### src/rtl/probe_pkg.sv
package probe_pkg;
  parameter int PH_W      = 9;
  parameter int ENV_W     = 7;
  parameter int CH_W      = 9;
  parameter int ENV_SKIP  = 3;
  parameter int FRAME_LEN = 18;
  parameter int DIV       = 4;

  localparam int SLOT_W    = $clog2(FRAME_LEN);
  localparam int ENV_SENT  = ENV_W - 1;
  localparam int L0_USED   = PH_W + ENV_SENT;

  typedef logic [SLOT_W-1:0] slot_t;
endpackage

### src/rtl/probe_prescaler.sv
module probe_prescaler #(
  parameter int DIV = probe_pkg::DIV
) (
  input  logic clk,
  input  logic rst_n,
  output logic tick_o
);
  localparam int CW = (DIV > 1) ? $clog2(DIV) : 1;
  localparam logic [CW-1:0] LAST = CW'(DIV - 1);

  logic [CW-1:0] cnt_q, cnt_d;

  always_comb begin
    if (cnt_q == LAST) cnt_d = '0;
    else               cnt_d = cnt_q + 1'b1;
  end

  always_ff @(posedge clk or negedge rst_n) begin
    if (!rst_n) cnt_q <= '0;
    else        cnt_q <= cnt_d;
  end

  assign tick_o = (cnt_q == LAST);

  AST_TICK_SPACING: assert property (@(posedge clk) disable iff (!rst_n)
    tick_o |=> !tick_o);
endmodule

### src/rtl/probe_sequencer.sv
module probe_sequencer
  import probe_pkg::*;
(
  input  logic  clk,
  input  logic  rst_n,
  input  logic  en_i,
  input  logic  tick_i,
  output logic  active_o,
  output slot_t slot_o,
  output logic  cap_o
);
  localparam slot_t LAST_SLOT = slot_t'(FRAME_LEN - 1);

  logic  active_q, active_d;
  slot_t slot_q, slot_d;
  logic  cap_d;

  always_comb begin
    active_d = active_q;
    slot_d   = slot_q;
    cap_d    = 1'b0;
    if (!en_i) begin
      active_d = 1'b0;
      slot_d   = '0;
    end else if (tick_i) begin
      if (!active_q) begin
        active_d = 1'b1;
        slot_d   = '0;
        cap_d    = 1'b1;
      end else if (slot_q == LAST_SLOT) begin
        slot_d   = '0;
        cap_d    = 1'b1;
      end else begin
        slot_d   = slot_q + 1'b1;
      end
    end
  end

  always_ff @(posedge clk or negedge rst_n) begin
    if (!rst_n) begin
      active_q <= 1'b0;
      slot_q   <= '0;
    end else begin
      active_q <= active_d;
      slot_q   <= slot_d;
    end
  end

  assign active_o = active_q;
  assign slot_o   = slot_q;
  assign cap_o    = cap_d;

  AST_SLOT_RANGE: assert property (@(posedge clk) disable iff (!rst_n)
    slot_q <= LAST_SLOT);
  AST_WRAP: assert property (@(posedge clk) disable iff (!rst_n)
    (en_i && tick_i && active_q && slot_q == LAST_SLOT) |=> (slot_q == '0));
  AST_HOLD_OFF_TICK: assert property (@(posedge clk) disable iff (!rst_n)
    (en_i && !tick_i) |=> ($stable(slot_q) && $stable(active_q)));
  AST_RESTART: assert property (@(posedge clk) disable iff (!rst_n)
    (!active_q && en_i && tick_i) |=> (active_q && slot_q == '0));
endmodule

### src/rtl/probe_framer.sv
module probe_framer
  import probe_pkg::*;
(
  input  logic             clk,
  input  logic             rst_n,
  input  logic             cap_i,
  input  logic             active_i,
  input  slot_t            slot_i,
  input  logic [PH_W-1:0]  phase_i,
  input  logic [ENV_W-1:0] env_i,
  input  logic [CH_W-1:0]  chan_i,
  output logic             bit0_o,
  output logic             bit1_o
);
  logic [PH_W-1:0]     phase_q;
  logic [ENV_SENT-1:0] env_q;
  logic [CH_W-1:0]     chan_q;
  logic [ENV_SENT-1:0] env_pack;

  // drop the skipped envelope bit, keep the rest in descending order
  for (genvar g = 0; g < ENV_SENT; g++) begin : g_env_pack
    if (g < ENV_SKIP) begin : g_low
      assign env_pack[g] = env_i[g];
    end else begin : g_high
      assign env_pack[g] = env_i[g+1];
    end
  end

  always_ff @(posedge clk or negedge rst_n) begin
    if (!rst_n) begin
      phase_q <= '0;
      env_q   <= '0;
      chan_q  <= '0;
    end else if (cap_i) begin
      phase_q <= phase_i;
      env_q   <= env_pack;
      chan_q  <= chan_i;
    end
  end

  logic [FRAME_LEN-1:0] line0_vec, line1_vec;

  assign line0_vec = {phase_q, env_q, {(FRAME_LEN - L0_USED){1'b0}}};
  assign line1_vec = {chan_q, {(FRAME_LEN - CH_W){1'b0}}};

  logic [SLOT_W:0] idx;
  always_comb begin
    idx    = (SLOT_W+1)'(FRAME_LEN - 1) - {1'b0, slot_i};
    bit0_o = active_i & line0_vec[idx];
    bit1_o = active_i & line1_vec[idx];
  end

  AST_L0_TAIL: assert property (@(posedge clk) disable iff (!rst_n)
    (active_i && slot_i >= slot_t'(L0_USED)) |-> !bit0_o);
  AST_L1_TAIL: assert property (@(posedge clk) disable iff (!rst_n)
    (active_i && slot_i >= slot_t'(CH_W)) |-> !bit1_o);
  AST_SNAP_HELD: assert property (@(posedge clk) disable iff (!rst_n)
    !cap_i |=> ($stable(phase_q) && $stable(env_q) && $stable(chan_q)));
endmodule

### src/rtl/state_probe_serializer.sv
module state_probe_serializer
  import probe_pkg::*;
(
  input  logic             clk,
  input  logic             rst_n,
  input  logic             sel_n,
  input  logic             wen_n,
  input  logic             port_a,
  input  logic [PH_W-1:0]  phase_i,
  input  logic [ENV_W-1:0] env_i,
  input  logic [CH_W-1:0]  chan_i,
  output logic             sdo0,
  output logic             sdo1,
  output logic             sdo_oe
);
  logic rst_s1_q, rst_s2_q;

  always_ff @(posedge clk or negedge rst_n) begin
    if (!rst_n) begin
      rst_s1_q <= 1'b0;
      rst_s2_q <= 1'b0;
    end else begin
      rst_s1_q <= 1'b1;
      rst_s2_q <= rst_s1_q;
    end
  end

  logic  rst_int_n;
  logic  dbg_en;
  logic  tick;
  logic  active;
  logic  cap;
  slot_t slot;

  assign rst_int_n = rst_s2_q;
  assign dbg_en    = !sel_n && wen_n && !port_a;

  probe_prescaler #(.DIV(DIV)) u_presc (
    .clk    (clk),
    .rst_n  (rst_int_n),
    .tick_o (tick)
  );

  probe_sequencer u_seq (
    .clk      (clk),
    .rst_n    (rst_int_n),
    .en_i     (dbg_en),
    .tick_i   (tick),
    .active_o (active),
    .slot_o   (slot),
    .cap_o    (cap)
  );

  probe_framer u_frm (
    .clk      (clk),
    .rst_n    (rst_int_n),
    .cap_i    (cap),
    .active_i (active),
    .slot_i   (slot),
    .phase_i  (phase_i),
    .env_i    (env_i),
    .chan_i   (chan_i),
    .bit0_o   (sdo0),
    .bit1_o   (sdo1)
  );

  assign sdo_oe = active;

  AST_EN_DROP: assert property (@(posedge clk) disable iff (!rst_int_n)
    !dbg_en |=> !sdo_oe);
  AST_QUIET_IDLE: assert property (@(posedge clk) disable iff (!rst_int_n)
    !sdo_oe |-> (!sdo0 && !sdo1));
  AST_RESET_QUIET: assert property (@(posedge clk)
    !rst_int_n |-> !sdo_oe);
endmodule

### config.mk
export PLATFORM = sky130hd
export DESIGN_NAME = state_probe_serializer
export DESIGN_NICKNAME = d
export VERILOG_FILES = /design/src/rtl/probe_pkg.sv /design/src/rtl/probe_prescaler.sv /design/src/rtl/probe_sequencer.sv /design/src/rtl/probe_framer.sv /design/src/rtl/state_probe_serializer.sv
export SDC_FILE = /design/constraint.sdc
export NUM_CORES = 1
export LEC_CHECK = 0
export CORE_ASPECT_RATIO = 1.5
export CORE_MARGIN = 2
export CORE_UTILIZATION = 50
export CTS_CLUSTER_DIAMETER = 50
export DETAILED_ROUTE_END_ITERATION = 16
export DONT_BUFFER_PORTS = 1
export GPL_ROUTABILITY_DRIVEN = 1
export PLACE_DENSITY = 0.69
export SYNTH_ARGS = -nofsm -noshare
export SYNTH_HDL_FRONTEND = slang
export SYNTH_SLANG_ARGS = --single-unit
### constraint.sdc
create_clock -name clk -period 2.4 [get_ports clk]
set_input_delay 0.36 -clock clk [delete_from_list [all_inputs] [get_ports clk]]
set_output_delay 0.36 -clock clk [all_outputs]
set_load 0.01 [all_outputs]
# ---- Word level (Yosys, flattened, before mapping)
# Cells that the tools add are included.
dict set report totals {
  ff_bits 34
  out_inout_bits 3
  input_bits 30
}
dict set report op_classes {
  bitwise_logic 2
  reduce_logical 4
  n_mux 15
  magnitude_cmp 1
  n_eq_ne 3
  n_addsub 3
}
# operator n
set op_table {}
lappend op_table {{$mux W5} 4}
lappend op_table {{$bmux W1 S5} 2}
lappend op_table {{$mux W1} 8}
lappend op_table {{$lt A6 B6 Y1 const B} 1}
lappend op_table {{$sub A5 B5 Y6 const A} 1}
lappend op_table {{$add A5 B1 Y5 const B} 1}
lappend op_table {{$eq A5 B5 Y1 const B} 1}
lappend op_table {{$add A2 B1 Y2 const B} 1}
lappend op_table {{$and A1 B1 Y1} 2}
lappend op_table {{$eq A2 B2 Y1 const B} 1}
lappend op_table {{$logic_and A1 B1 Y1} 2}
lappend op_table {{$logic_not A1 Y1} 2}
lappend op_table {{$mux W2} 1}
lappend op_table {{$ne A2 B2 Y1 const B} 1}

# ---- Depth between registers and ports, before layout
# Gate-level depths: netlist of the first run.
dict set report logic_depth {
  ltp_word 5
  ltp_mapped 8
  ltp_nobuf 6
}

# ---- By module
# From an unflattened synthesis of the first run, not the netlist that was laid out.
dict set report unflattened {
  hier_cells 132
  area_unflattened_um2 1706.6
}
# module seq_area_each_um2 cells_each instances area_each_um2
set by_module_without_submodules {}
lappend by_module_without_submodules {probe_framer 600.6 87 1 1207.4}
lappend by_module_without_submodules {probe_sequencer 150.1 37 1 366.6}
lappend by_module_without_submodules {probe_prescaler 50.0 4 1 66.3}
lappend by_module_without_submodules {state_probe_serializer 50.0 4 1 66.3}

# ---- Least setup slack after synthesis of the first run
# Ideal clock, no wire load.
dict set report synth_path {
  path_type {reg-to-output}
  from {register u_seq.slot_q[1] (netlist: u_seq.slot_o[1])}
  to {output sdo0}
  slack_ns 0.010
  stages_incl_launch_ff 9
  required_time_ns 2.040
  arrival_ns 2.030
  path_cell_list {dfrtp_1 -> buf_2 -> inv_1 -> ha_1 -> clkbuf_1 -> mux4_1 -> nand3_1 -> nand2_1 -> o311a_1}
}
dict set report synth_via {
  elab_chain_len 4
}
# element line
set synth_lines {}
lappend synth_lines {{start, declared} probe_sequencer.sv:15} ;# slot_t slot_q, slot_d;
lappend synth_lines {{start signal, assigned} probe_sequencer.sv:45} ;# slot_q <= slot_d;
lappend synth_lines {{$sub A5 B5 Y6} probe_framer.sv:48} ;# idx = (SLOT_W+1)'(FRAME_LEN - 1) - {1'b0, slot_i};
lappend synth_lines {{$bmux W1 S5} probe_framer.sv:49} ;# bit0_o = active_i & line0_vec[idx];
lappend synth_lines {{$mux W1 (not written as such)} probe_framer.sv:49}
lappend synth_lines {{$and A1 B1 Y1} probe_framer.sv:49}
lappend synth_lines {{end, declared} state_probe_serializer.sv:12} ;# output logic sdo0,
# Every way passes these cells. The select of a mux whose other input is x is not followed.

# ---- Final worst setup path of the first run
# Same ends and word-level chain as after synthesis.

==> results of run 1 <==
[kinds of logic (layout without fill, tap and decap cells)]
logic type | count (synthesis) | count (layout)
simple gates | 21 | 21
xor+xnor | 2 | 2
buf+inv | 11 | 18
other cells | 1 | 1
flops | 34 | 34
fa+ha+maj | 4 | 4
compound gates | 17 | 17
mux | 33 | 33
[power by group through the flow]
stage,combinational (mW),sequential (mW),clock [mW]
3_3_place_gp,0.104,0.683,0
2_1_floorplan,0.0867,0.680,0
4_1_cts,0.112,0.678,0.407
5_1_grt,0.123,0.686,0.438
3_5_place_dp,0.110,0.689,0
6_report,0.109,0.677,0.395
[cells in the final DEF, fill, tap and decap left out, types with 2 or more instances in the layout]
| master | instances |
|---|---|
| sky130_fd_sc_hd__ha_1 | 3 |
| sky130_fd_sc_hd__mux2i_1 | 5 |
| sky130_fd_sc_hd__nand2_1 | 3 |
| sky130_fd_sc_hd__clkbuf_8 | 6 |
| sky130_fd_sc_hd__mux4_1 | 2 |
| sky130_fd_sc_hd__inv_1 | 4 |
| sky130_fd_sc_hd__mux2_2 | 25 |
| sky130_fd_sc_hd__dfrtp_1 | 34 |
| sky130_fd_sc_hd__buf_4 | 6 |
| sky130_fd_sc_hd__nand3_1 | 8 |
| sky130_fd_sc_hd__a22o_1 | 2 |
| sky130_fd_sc_hd__o21ai_0 | 4 |
| sky130_fd_sc_hd__a21oi_1 | 3 |
| sky130_fd_sc_hd__nor2_1 | 2 |
[worst max-delay path, stage by stage (launching register included)]
cell	delay [ps]
sky130_fd_sc_hd__dfrtp_1	370
sky130_fd_sc_hd__buf_6	190
sky130_fd_sc_hd__mux4_1	570
sky130_fd_sc_hd__nand3_1	100
sky130_fd_sc_hd__nand2_1	50
sky130_fd_sc_hd__o311a_1	400
[repair_timing]
action / in CTS / in global routing
hold endpoints to repair: 2 / 0
gates resized for setup: 2 / 1
setup buffers: 0 / 1
endpoints found under the setup margin: 1 / 2
hold buffers: 1 / 0
[metal layers]
metal	global-route usage	up-vias	wire length (um)
met5	0	-	0
met4	0.0661	0	30
met3	0.0589	4	102
met2	0.322	20	1560
met1	0.180	502	1070
li1	-	463	-
[state kept, by name, summed over array words and instances, names as in the netlist]
register,count
u_seq.active_o,1
u_frm.env_q,6
rst_s1_q,1
rst_int_n,1
u_presc.cnt_q,2
u_seq.slot_o,5
u_frm.phase_q,9
u_frm.chan_q,9
[stage by stage]
| stage | hold WS [ps] | instances | total power [mW] | worst slack [ps] |
|---|---|---|---|---|
| finish | 237 | 170 | 1.18 | 80.9 |
| global route | 220 | 170 | 1.25 | 9.97 |
| CTS | 229 | 169 | 1.20 | 27.9 |
| detailed placement | 64.5 | 162 | 0.799 | 231 |
| global placement | 64.5 | 162 | 0.787 | 269 |
| floorplan | 64.4 | 123 | 0.767 | 10.4 |
[cell type report]
| class | instances | area (um^2) |
|---|---|---|
| Fill cell | 266 | 1330 |
| Timing Repair Buffer | 8 | 66.3 |
| Inverter | 4 | 15.0 |
| Sequential cell | 34 | 851 |
| Multi-Input combinational cell | 78 | 731 |
| Tap cell | 40 | 50.0 |
| Clock buffer | 6 | 82.6 |
[worst max path at each step]
stage / from / cells past startpoint / endpoint / slack, ps
after floorplan: u_seq.slot_o[1]$_DFFE_PN0P_ / 8 / sdo0 / 10
after global placement: u_seq.slot_o[2]$_DFFE_PN0P_ / 6 / sdo0 / 270
after detailed placement: u_seq.slot_o[2]$_DFFE_PN0P_ / 6 / sdo0 / 230
after CTS: u_seq.slot_o[1]$_DFFE_PN0P_ / 5 / sdo0 / 30
after global routing: u_seq.slot_o[1]$_DFFE_PN0P_ / 5 / sdo0 / 10
final: u_seq.slot_o[1]$_DFFE_PN0P_ / 5 / sdo0 / 80
==> results summary, run 1 <==
The combined global-route utilization of all metal layers is 0.175. The highest net fanout along the worst path is 14. The endpoint identified for the worst register-to-register timing path is u_frm.chan_q[3]$_DFFE_PN0P_. The final weighted congestion in routability-driven placement is around 0.76. For this configuration, the core starts out at a cell density of 0.518. The post-synthesis cell count came out at 123.

The startpoint identified for the worst hold timing path is chan_i[0]. The share of Yosys cell area claimed by the top area cell type is 0.525. The fraction of layout cells with a size suffix above 1 is 0.323.

In the synthesized netlist the dominant register cell turns out to be sky130_fd_sc_hd__dfrtp_1. The chip width is 50.5 um. Dividing total power by cell area gives a power density of ~660 mW/mm^2. For the worst flop-to-flop path, the logic depth is 6. Across the VDD grid, the largest voltage drop is 0.000485 V. The final critical delay including setup and external delays came out at between 2000 and 2500 ps. The initial antenna violation count is 0. The synthesized-area fraction occupied by and/or/nand/nor cells is 0.0734. The critical path data arrival time came out at 1960 ps.

The sequential power share is 0.573. The startpoint type of the worst setup path is a flip-flop. Setup violations remaining at the end of the flow were counted as 0. The maximum clock frequency came out at 0.431 GHz. The fraction of the core area covered by cells at the end of the flow is 0.574. The multiplexer area fraction after synthesis came out at 0.251. Of the total power, the share spent switching nets is 0.210. After detailed routing, the average wire length per cell comes to 16.2 um.

The number of violations of the max-capacitance limit came out at 0. The region available for standard cell placement spans 0.00313 mm^2. The portion of total power attributed to combinational logic came out at 0.092. Across all register-to-register paths, the minimum setup slack is ~660 ps. Global routing finished with a remaining overflow of 0.

The number of detailed-route iterations in the first pass came out at 4. The clock latency of the later-clocked register in the worst-skew pair is 280 ps. The portion of the post-synthesis area used by sequential elements is 0.525.

The remaining routing DRC violations came out at 0. The detail route stage leaves a number of antenna-violating nets equal to 0. By area, the combinational part of the netlist is dominated by multiplexers. Setup repair after global routing left no endpoint under its margin.

The design area came out at 0.00180 mm^2. sky130_fd_sc_hd__dfrtp_1 is the most common cell in the netlist. In the finished design, the share of the clock period the worst path needs comes to 0.966. The yosys synthesis warning count is 0. The final hold violation count came out at 0.

The vertical die dimension is 73.7 um. The post-synth net total is 157. CTS built an H-tree with a depth of 2.

The clock transition time at the flip-flop clock pins of the worst setup and hold paths is approximately 60 ps. The number of antenna diodes in the final layout is 0. The number of vias in the routed layout is just under 1k. The sum of negative setup slack came out at 0 ps. The internal power came out at 933 uW. The number of enable-type register cells in the synthesized netlist is 0. The synthesized-area fraction occupied by ao, oa, aoi and oai cells came out at 0.0749. The static leakage is 0.767 nW. The share of total power in the clock network came out at 0.335.

The quantity of I/O buffers inserted on ports is 0. The largest total area in the synthesized netlist belongs to sky130_fd_sc_hd__dfrtp_1. The fraction of registers with async set/reset is 1.00. The buffer type at the clock tree root is sky130_fd_sc_hd__clkbuf_8. TritonCTS built the clock tree. The count of final max-slew check failures is 0. The TritonCTS sink count is 34. The worst setup path is captured at a primary output. The number of global-route vias before repair came to between 1k and 1.5k. Ranked by instance count, the synthesized netlist is headed by sky130_fd_sc_hd__dfrtp_1, sky130_fd_sc_hd__mux2_2, sky130_fd_sc_hd__nand3_1. The analysis attributes to net switching a power of 248 uW. The routed wire length came out at 2760 um.

The top-level port count is 33. The average via count per standard cell is 5.82. The relative area change from synthesis to final layout is 10.8%. The run finished with clean final reports. Counting instances, the worst hold path has a depth of 1. The number of distinct standard cells referenced by the synthesized netlist came out at 35. The synthesized netlist occupies a cell area of 0.00162 mm^2. The share of the synthesized netlist area taken by xor and xnor gates is 0.0108. The worst register-to-register path begins at u_seq.slot_o[2]$_DFFE_PN0P_. The die outline area is 0.00372 mm^2. The area share of fa/ha/maj cells after synthesis is 0.0309.

Yosys attributes the largest share of cell area to sky130_fd_sc_hd__dfrtp_1, sky130_fd_sc_hd__mux2_2, sky130_fd_sc_hd__mux4_1. The half-perimeter wire length after detailed placement is 2110 um. After the first detailed-routing iteration, the DRC count stood at 22. The number of cell rows is 25. The setup path with the least slack is of type reg -> out. TritonCTS created 5 clock buffers.

The post-synthesis area per instance is 13.2 um^2. The maximum number of pins on one net before global-route repair came out at 33. The global-route wire length before repair is roughly 4900 um. The area after detailed placement is around 0.0017 mm^2. Counting flops and latches in the post-synthesis netlist gives 34.

The longest clock path from root to sink contains 2 buffers. Clock skew on the completed layout was measured at 7.23 ps. The end point of the worst hold path is u_frm.chan_q[0]$_DFFE_PN0P_. The required time of the critical path is approximately 2000 ps.

The path class of the tightest hold or removal check is in -> reg. The number of nets in the final layout came out at 165.
(Power assumes the default switching activity.)
==> run 2, diff against run 1 <==
- ABC_AREA: not set -> 1
- CORE_UTILIZATION: 50 -> 56
- PLACE_DENSITY: 0.69 -> 0.75
- SYNTH_HIERARCHICAL: not set -> 1
==> run 2 against run 1 <==
Register-to-register slack got worse by 80 ps. Clock skew fell by 0.81 ps. Clock power grew 33%. Setup slack gained 41 ps. Synthesized area up 6.5%. Critical path depth rose by 5. Largest cell class unchanged.
==> results summary, run 2 <==
By count the netlist is led by sky130_fd_sc_hd__nand2_1, sky130_fd_sc_hd__dfrtp_1, sky130_fd_sc_hd__inv_1. The count of endpoints failing setup in the final report was 0 (unchanged). The largest registers in the layout are u_frm/chan_q: 9 flops, u_frm/phase_q: 9 flops, u_frm/env_q: 6 flops. The tightest min-delay check is of the in -> reg type. The total setup buffers inserted after CTS came out at 0 (unchanged). The post-synth net total came out at 231 (+47%). Leaving out fill and tap cells, the most frequent cell in the layout is sky130_fd_sc_hd__nand2_1. The chip width is 49.3 um (-2.3%).

The worst slack after detailed placement is 389 ps (+158 ps). The maximum clock frequency was 0.439 GHz (+1.8%). The part of the cycle the worst path needs is 0.949 (-0.0172).

Summed over all instances, the cell type with the most area after synthesis is sky130_fd_sc_hd__dfrtp_1. The number of detailed-route iterations in the first pass came out at 4 (unchanged). The netlist area before placement is 0.00173 mm^2 (+6.5%). The maximum number of pins on one net before global-route repair came out at 33 (unchanged).

The power density of the placed cells came out at 690 mW/mm^2 (+4.9%). The final weighted congestion in routability-driven placement is 0.976 (+29%). The worst setup path category is reg -> out. The fraction of registers with async set/reset is 1.00 (unchanged).

The average wire length per cell after detail routing came to 13.4 um (-17%). In the post-synthesis netlist, the biggest area contributors are sky130_fd_sc_hd__dfrtp_1, sky130_fd_sc_hd__nand2_1, sky130_fd_sc_hd__mux2_2. The number of cells on the worst reg-to-reg path is 7 (+1).

The count of final max-slew check failures is 0 (unchanged). The post-synthesis cell count is 197 (+60%). The clock transition time at the flip-flop clock pins of the worst setup and hold paths came out at 70 ps (about the same). The final hold violation count came to 0 (unchanged). The total clock buffers created by CTS came out at 5 (unchanged).

The top-level port count was 33 (unchanged). In the layout the commonest cells are sky130_fd_sc_hd__nand2_1, sky130_fd_sc_hd__dfrtp_1, sky130_fd_sc_hd__inv_1. The die outline area came to 0.00355 mm^2 (-4.6%). The remaining routing DRC violations came to 0 (unchanged). The combined global-route utilization of all metal layers came out at 0.209 (+0.0344). The relative area change from synthesis to final layout came out at 10.3%. The peak supply drop came to 0.000523 V (+7.8%). The number of H-tree levels came out at 2 (unchanged). The number of antenna cells inserted came out at 0 (unchanged).

The portion of the post-synthesis area used by sequential elements is 0.493 (-0.0320). The number of buffers on the longest clock path is 2 (unchanged). The post-layout instance count excluding filler cells came out at 243 (+43%). The average via count per standard cell is 5.35 (-8.0%).

The number of distinct standard cells referenced by the synthesized netlist is 25 (-29%). The static leakage came to 0.894 nW (+17%). The setup slack of the worst register-to-register path came out at 580 ps (-80 ps). The register bit total from synthesis is 34 (unchanged). The post-layout worst setup margin is 122 ps (+41.2 ps). The run finished with clean final reports. STA classifies the critical path startpoint as a flip-flop.

The number of violations reported at the end of detailed-routing iteration 0 is 49 (+120%). The aggregate global routing overflow came to 0 (unchanged). The fraction of layout cells with a size suffix above 1 was 0.201 (-0.122). Setup repair after global routing left no endpoint under its margin.

The final critical delay including setup and external delays is 2280 ps (-41.2 ps). The number of violations of the max-capacitance limit is 0 (unchanged). The initial antenna violation count is 0 (unchanged).

The quantity of I/O buffers inserted on ports came out at 0 (unchanged). The share of Yosys cell area claimed by the top area cell type is 0.493 (-0.0320). The post-synthesis area per instance came out at 8.76 um^2 (-34%).

The highest net fanout along the worst path is 8 (-6). The category of the worst setup path capture point is a primary output. The clock skew is 6.42 ps (-0.813 ps). The multi-input combinational cell area is 741 um^2 (+1.4%). The vertical die dimension came out at 72.0 um (-2.4%). The number of vias in the routed layout was 1300 (+31%).

The routed wire length came out at 3260 um (+18%). The number of cell rows is 24 (-4.0%). The global-route wire length before repair came out at 5640 um (+16%). The critical path data arrival time came out at 1920 ps (-40 ps). The yosys synthesis warning count came out at 6 (+6).

The required time of the critical path is 2040 ps (about the same). The number of enable-type register cells in the synthesized netlist came out at 0 (unchanged). The TritonCTS sink count is 34 (unchanged). The number of global-route vias before repair came to 1286 (+13%). The clock tree from TritonCTS is built. The sum of negative setup slack came out at 0 ps (unchanged).

The sequential cell area is 852 um^2 (+0.15%). The final hold slack came out at 195 ps (-42.2 ps). The number of nets in the final layout came out at 238 (+44%). The core region area is 0.00291 mm^2 (-6.9%). The total instance count after detailed placement came out at 235 (+45%). The most used flip-flop cell after synthesis is sky130_fd_sc_hd__dfrtp_1. The half-perimeter wire length after detailed placement is 2420 um (+15%).

In this run the clock root is driven by a sky130_fd_sc_hd__clkbuf_8. The clock latency of the later-clocked register in the worst-skew pair came out at 280 ps (about the same). The layout filler cell count came to 268 (+0.75%).

Yosys instantiated no cell more often than sky130_fd_sc_hd__nand2_1. The initial cell density of the core is 0.592 (+0.0744). The cell depth of the worst hold path was 2 (+1).

The antenna violation net count after detailed routing came out at 0 (unchanged).
run 2: cell count changes after synthesis, sizes merged, moves of 11 or more:
cell and delta:
nand3 +11, inv +23, nand2 +53, o21ai +15, mux2 -12
run 2: worst paths after layout:
check,startpoint,end
max in group asynchronous,rst_int_n$_DFF_PN0_,u_seq/slot_o[2]$_DFFE_PN0P_
max reg2reg,u_seq/slot_o[0]$_DFFE_PN0P_,u_frm/env_q[1]$_DFFE_PN0P_
min,phase_i[3],u_frm/phase_q[3]$_DFFE_PN0P_
max,u_seq/slot_o[2]$_DFFE_PN0P_,sdo0
min reg2reg,rst_int_n$_DFF_PN0_,u_frm/env_q[4]$_DFFE_PN0P_
min in group asynchronous,rst_int_n$_DFF_PN0_,u_frm/env_q[4]$_DFFE_PN0P_
run 2: where the power goes:
part	switching, mW	internal (mW)	total [mW]
logic	0.0611	0.0549	0.116
clock network	0.195	0.332	0.527
registers	0.0294	0.641	0.671
run 2: metal layers:
metal  routed length, um  GRT usage
met2                1680      0.357
met5                   0          0
met4                  81      0.121
met3                 181     0.0514
met1                1320      0.236
run 2: kinds of logic after synthesis:
| logic type | after synthesis | synth area share |
|---|---|---|
| buf+inv | 33 | 0.0798 |
| flops | 34 | 0.493 |
| xor+xnor | 1 | 0.00508 |
| fa+ha+maj | 4 | 0.0290 |
| mux | 13 | 0.0848 |
| simple gates | 86 | 0.219 |
| compound gates | 25 | 0.0870 |
| other cells | 1 | 0.00217 |
run 2: cell type report:
cell class / count / share of cell area
clock inverter: 1 / 0.0158
timing repair buffer: 6 / 0.0250
inverter: 27 / 0.0533
sequential: 34 / 0.448
clock buffer: 6 / 0.0434
tap: 39 / 0.0256
multi-input combinational: 130 / 0.389
run 2: repair_timing:
item / 4_1_cts / 5_1_grt
endpoints found under the hold margin: 2 / 0
hold buffers: 1 / 0
resized for setup: 0 / 1
endpoints found under the setup margin: 0 / 1
run 2: through the flow:
step                power, mW   util  instance area [um^2]
floorplan               0.768      -                  1730
global placement        0.790  0.611                  1780
detailed placement      0.798  0.611                  1780
CTS                      1.33  0.653                  1900
global route             1.37  0.653                  1900
finish                   1.31  0.653                  1900
run 2: critical path, cell delays in order (launching register included):
cell and delay (ps):
sky130_fd_sc_hd__dfrtp_2 470, sky130_fd_sc_hd__inv_1 120, sky130_fd_sc_hd__ha_1 180, sky130_fd_sc_hd__inv_1 50
sky130_fd_sc_hd__nand2_1 60, sky130_fd_sc_hd__nand2_1 100, sky130_fd_sc_hd__nor3_1 200, sky130_fd_sc_hd__nand2_1 80
sky130_fd_sc_hd__nand2_1 60, sky130_fd_sc_hd__nand2_1 40, sky130_fd_sc_hd__a21oi_1 270
==> run 3, diff against run 2 <==
- SYNTH_HIERARCHICAL: 1 -> not set
==> run 3 against run 2 <==
Combinational power rose by 24%. Count of clock-buffer cells in the layout rose by 1. Hold slack improved by 13 ps. Routed wire length rose by 0.31%. First-iteration DRC count fell by 2.0%. Non-clock buffer count did not move. Synthesized area rose by 9.1%. Clock power fell by 27%. Critical path depth fell by 2. Critical path type unchanged.
==> results summary, run 3 <==
The number of global-route vias before repair came out at 1296 (+0.78%). The chip width is 51.3 um (+4.1%). TritonCTS built the clock tree.

In the post-synthesis netlist, the biggest area contributors are sky130_fd_sc_hd__dfrtp_1, sky130_fd_sc_hd__o21ai_2, sky130_fd_sc_hd__nand2_1. The total instance count after detailed placement is 257 (+9.4%). The number of buffers on the longest clock path came to 2 (unchanged).

The initial antenna violation count was 0 (unchanged). The relative area change from synthesis to final layout is 4.99%. The fraction of registers with async set/reset came out at 1.00 (unchanged).

The power density of the placed cells was 610 mW/mm^2 (-12%). The critical path data arrival time is 1880 ps (-40 ps). The worst setup path is launched from a flip-flop. The portion of the post-synthesis area used by sequential elements is 0.452 (-0.0410). The post-synthesis area per instance is 8.51 um^2 (-2.8%). The number of H-tree levels came to 2 (unchanged). The register bit total from synthesis is 34 (unchanged).

The post-synth net total was 255 (+10%). The final hold violation count is 0 (unchanged). In the post-synthesis netlist, the cell with the most instances is sky130_fd_sc_hd__nand2_1. The count of final max-slew check failures was 0 (unchanged). The aggregate global routing overflow came out at 0 (unchanged). The post-layout instance count excluding filler cells is 265 (+9.1%). The maximum number of pins on one net before global-route repair came out at 33 (unchanged).

The TritonCTS sink count is 34 (unchanged). The final critical delay including setup and external delays was 2240 ps (-39.7 ps). The number of antenna cells inserted came out at 0 (unchanged). The remaining routing DRC violations is 0 (unchanged). The number of distinct standard cells referenced by the synthesized netlist came out at 26 (+4.0%). The worst setup path startpoint is u_seq.slot_o[2]$_DFFE_PN0P_. The maximum clock frequency is 0.447 GHz (+1.8%). After synthesis, the most frequently instantiated cells are sky130_fd_sc_hd__nand2_1, sky130_fd_sc_hd__dfrtp_1, sky130_fd_sc_hd__inv_1. The clock transition time at the flip-flop clock pins of the worst setup and hold paths is 70 ps (about the same). The number of violations reported at the end of detailed-routing iteration 0 is 48 (-2.0%). The required time of the critical path is 2040 ps (about the same). The clock latency of the later-clocked register in the worst-skew pair came out at 280 ps (about the same). The antenna violation net count after detailed routing came out at 0 (unchanged). The netlist area before placement is 0.00188 mm^2 (+9.1%). The static leakage is 0.990 nW (+11%). The number of enable-type register cells in the synthesized netlist came out at 0 (unchanged). The number of nets in the final layout was 259 (+8.8%). The largest registers in the layout are u_frm.chan_q: 9 flops, u_frm.phase_q: 9 flops, u_frm.env_q: 6 flops. The buffer type at the clock tree root is sky130_fd_sc_hd__clkbuf_8.

The number of detailed-route iterations in the first pass came to 4 (unchanged). In the layout the commonest cells are sky130_fd_sc_hd__nand2_1, sky130_fd_sc_hd__dfrtp_1, sky130_fd_sc_hd__inv_1. The combined global-route utilization of all metal layers came to 0.204 (-0.00562). The die outline area is 0.00385 mm^2 (+8.4%).

Among all flip-flop cells after synthesis, the most frequent one is sky130_fd_sc_hd__dfrtp_1. The min-delay analysis places its worst path in the category in -> reg. The part of the cycle the worst path needs is 0.933 (-0.0165).

The run finished with clean final reports. The routed wire length came to 3270 um (+0.31%). The total setup buffers inserted after CTS is 0 (unchanged). The number of violations of the max-capacitance limit came out at 0 (unchanged).

The peak supply drop came out at 0.000535 V (+2.4%). STA classifies the critical path endpoint as a primary output. The vertical die dimension came to 75.0 um (+4.2%). The global-route wire length before repair came to 5780 um (+2.3%). The post-synthesis cell count came out at 221 (+12%). The average via count per standard cell came out at 5.00 (-6.6%).

The quantity of I/O buffers inserted on ports was 0 (unchanged). The yosys synthesis warning count came out at 0 (-6). The count of endpoints failing setup in the final report came out at 0 (unchanged).

The highest net fanout along the worst path came out at 6 (-2). In this run the most critical hold path is launched from chan_i[2]. Headroom to the max-slew limit came out at 0.656. The fraction of layout cells with a size suffix above 1 came to 0.240 (+0.0390). The worst-margin pin slew came out at roughly 520 ps.

The half-perimeter wire length after detailed placement is 2370 um (-2.2%). The startpoint identified for the worst register-to-register timing path is u_seq.slot_o[2]$_DFFE_PN0P_. The initial cell density of the core came out at 0.590 (-0.00255). Setup repair after global routing left no endpoint under its margin. The share of Yosys cell area claimed by the top area cell type is 0.452 (-0.0410). The sum of negative setup slack came to 0 ps (unchanged).

The number of vias in the routed layout is 1324 (+1.8%). The biggest area contributor in the post-synthesis netlist is sky130_fd_sc_hd__dfrtp_1. The average wire length per cell after detail routing came out at 12.3 um (-8.0%). The core region area came out at 0.00319 mm^2 (+9.5%). The top-level port count is 33 (unchanged). The number of cell rows came out at 25 (+4.2%).

The most frequent standard cell in the layout excluding fill and tap cells is sky130_fd_sc_hd__nand2_1. The total clock buffers created by CTS came out at 5 (unchanged). The worst setup path category is reg -> out.

The clock skew is 9.24 ps (+2.83 ps). The final weighted congestion in routability-driven placement is 0.833 (-15%).
## run 3: cell count changes after synthesis, moves of 6 or more
cell                      delta
sky130_fd_sc_hd__o21ai_2    +16
sky130_fd_sc_hd__nand2_2    +14
sky130_fd_sc_hd__mux2_2     -13
sky130_fd_sc_hd__nor2_1     +10
sky130_fd_sc_hd__o21ai_0    -10
sky130_fd_sc_hd__inv_1       +7
sky130_fd_sc_hd__nand2_1     -6
## run 3: path summary, 6_finish.rpt
| kind | end | slack [ps] | cells after the start |
|---|---|---|---|
| max | sdo0 | 160 | 8 |
| min | u_frm.chan_q[2]$_DFFE_PN0P_ | 210 | 2 |
| max reg2reg | u_frm.phase_q[3]$_DFFE_PN0P_ | 650 | 8 |
| min reg2reg | u_frm.chan_q[3]$_DFFE_PN0P_ | 250 | 1 |
| max in group asynchronous | u_frm.phase_q[8]$_DFFE_PN0P_ | 1850 | 1 |
| min in group asynchronous | u_frm.chan_q[3]$_DFFE_PN0P_ | 250 | 1 |
## run 3: worst max-delay path, stage by stage (launching register included)
cell                      delay [ps]
sky130_fd_sc_hd__dfrtp_1         410
sky130_fd_sc_hd__inv_1           110
sky130_fd_sc_hd__ha_1            380
sky130_fd_sc_hd__nor2_1           90
sky130_fd_sc_hd__nand3_1          90
sky130_fd_sc_hd__nand2_1          50
sky130_fd_sc_hd__nor2_1          100
sky130_fd_sc_hd__nand2_1          60
sky130_fd_sc_hd__a21oi_1         300
## run 3: area by class of cell
type | instances | area [um^2]
clock buffer | 7 | 76.3
fill | 311 | 1210
inverter | 34 | 128
multi-input combinational | 144 | 823
sequential | 34 | 851
tap | 40 | 50.0
timing repair buffer | 6 | 47.5
## run 3: routing by layer
metal / GRT usage / wire length (um) / share of wire / vias up
li1: - / - / - / 684
met1: 0.259 / 1400 / 0.43 / 602
met2: 0.332 / 1700 / 0.52 / 32
met3: 0.0417 / 102 / 0.031 / 6
met4: 0.0994 / 69 / 0.021 / 0
met5: 0 / 0 / 0 / -
## run 3: power breakdown
part	internal (mW)	total, mW	switching, mW
logic	0.0673	0.144	0.0768
clock network	0.199	0.384	0.185
registers	0.636	0.677	0.0404
total	0.903	1.20	0.302
## run 3: cell families (layout without fill, tap and decap cells)
kind of cell	after synthesis	after routing	share of synthesized area
other	1	1	0.00199
DFF	34	34	0.452
adders and majority gates	4	4	0.0266
and+or+nand+nor	100	100	0.243
xor gates and xnor gates	5	5	0.0233
AOI/OAI and AO/OA	34	34	0.134
buffers and inverters	43	47	0.118
## run 3: through the flow
step	setup slack (ps)	power, mW	utilization	hold WS, ps	cell area, um^2
2_1_floorplan	428	0.803	-	64.4	1880
3_3_place_gp	457	0.825	0.590	64.4	1880
3_5_place_dp	443	0.833	0.590	64.4	1880
4_1_cts	117	1.22	0.617	205	1970
5_1_grt	32.2	1.28	0.619	207	1980
6_report	162	1.20	0.619	208	1980
## run 3: what timing repair did
action,in CTS,in global routing
endpoints found under the setup margin,0,2
resized for setup,0,1
hold buffers,1,0
endpoints found under the hold margin,2,0
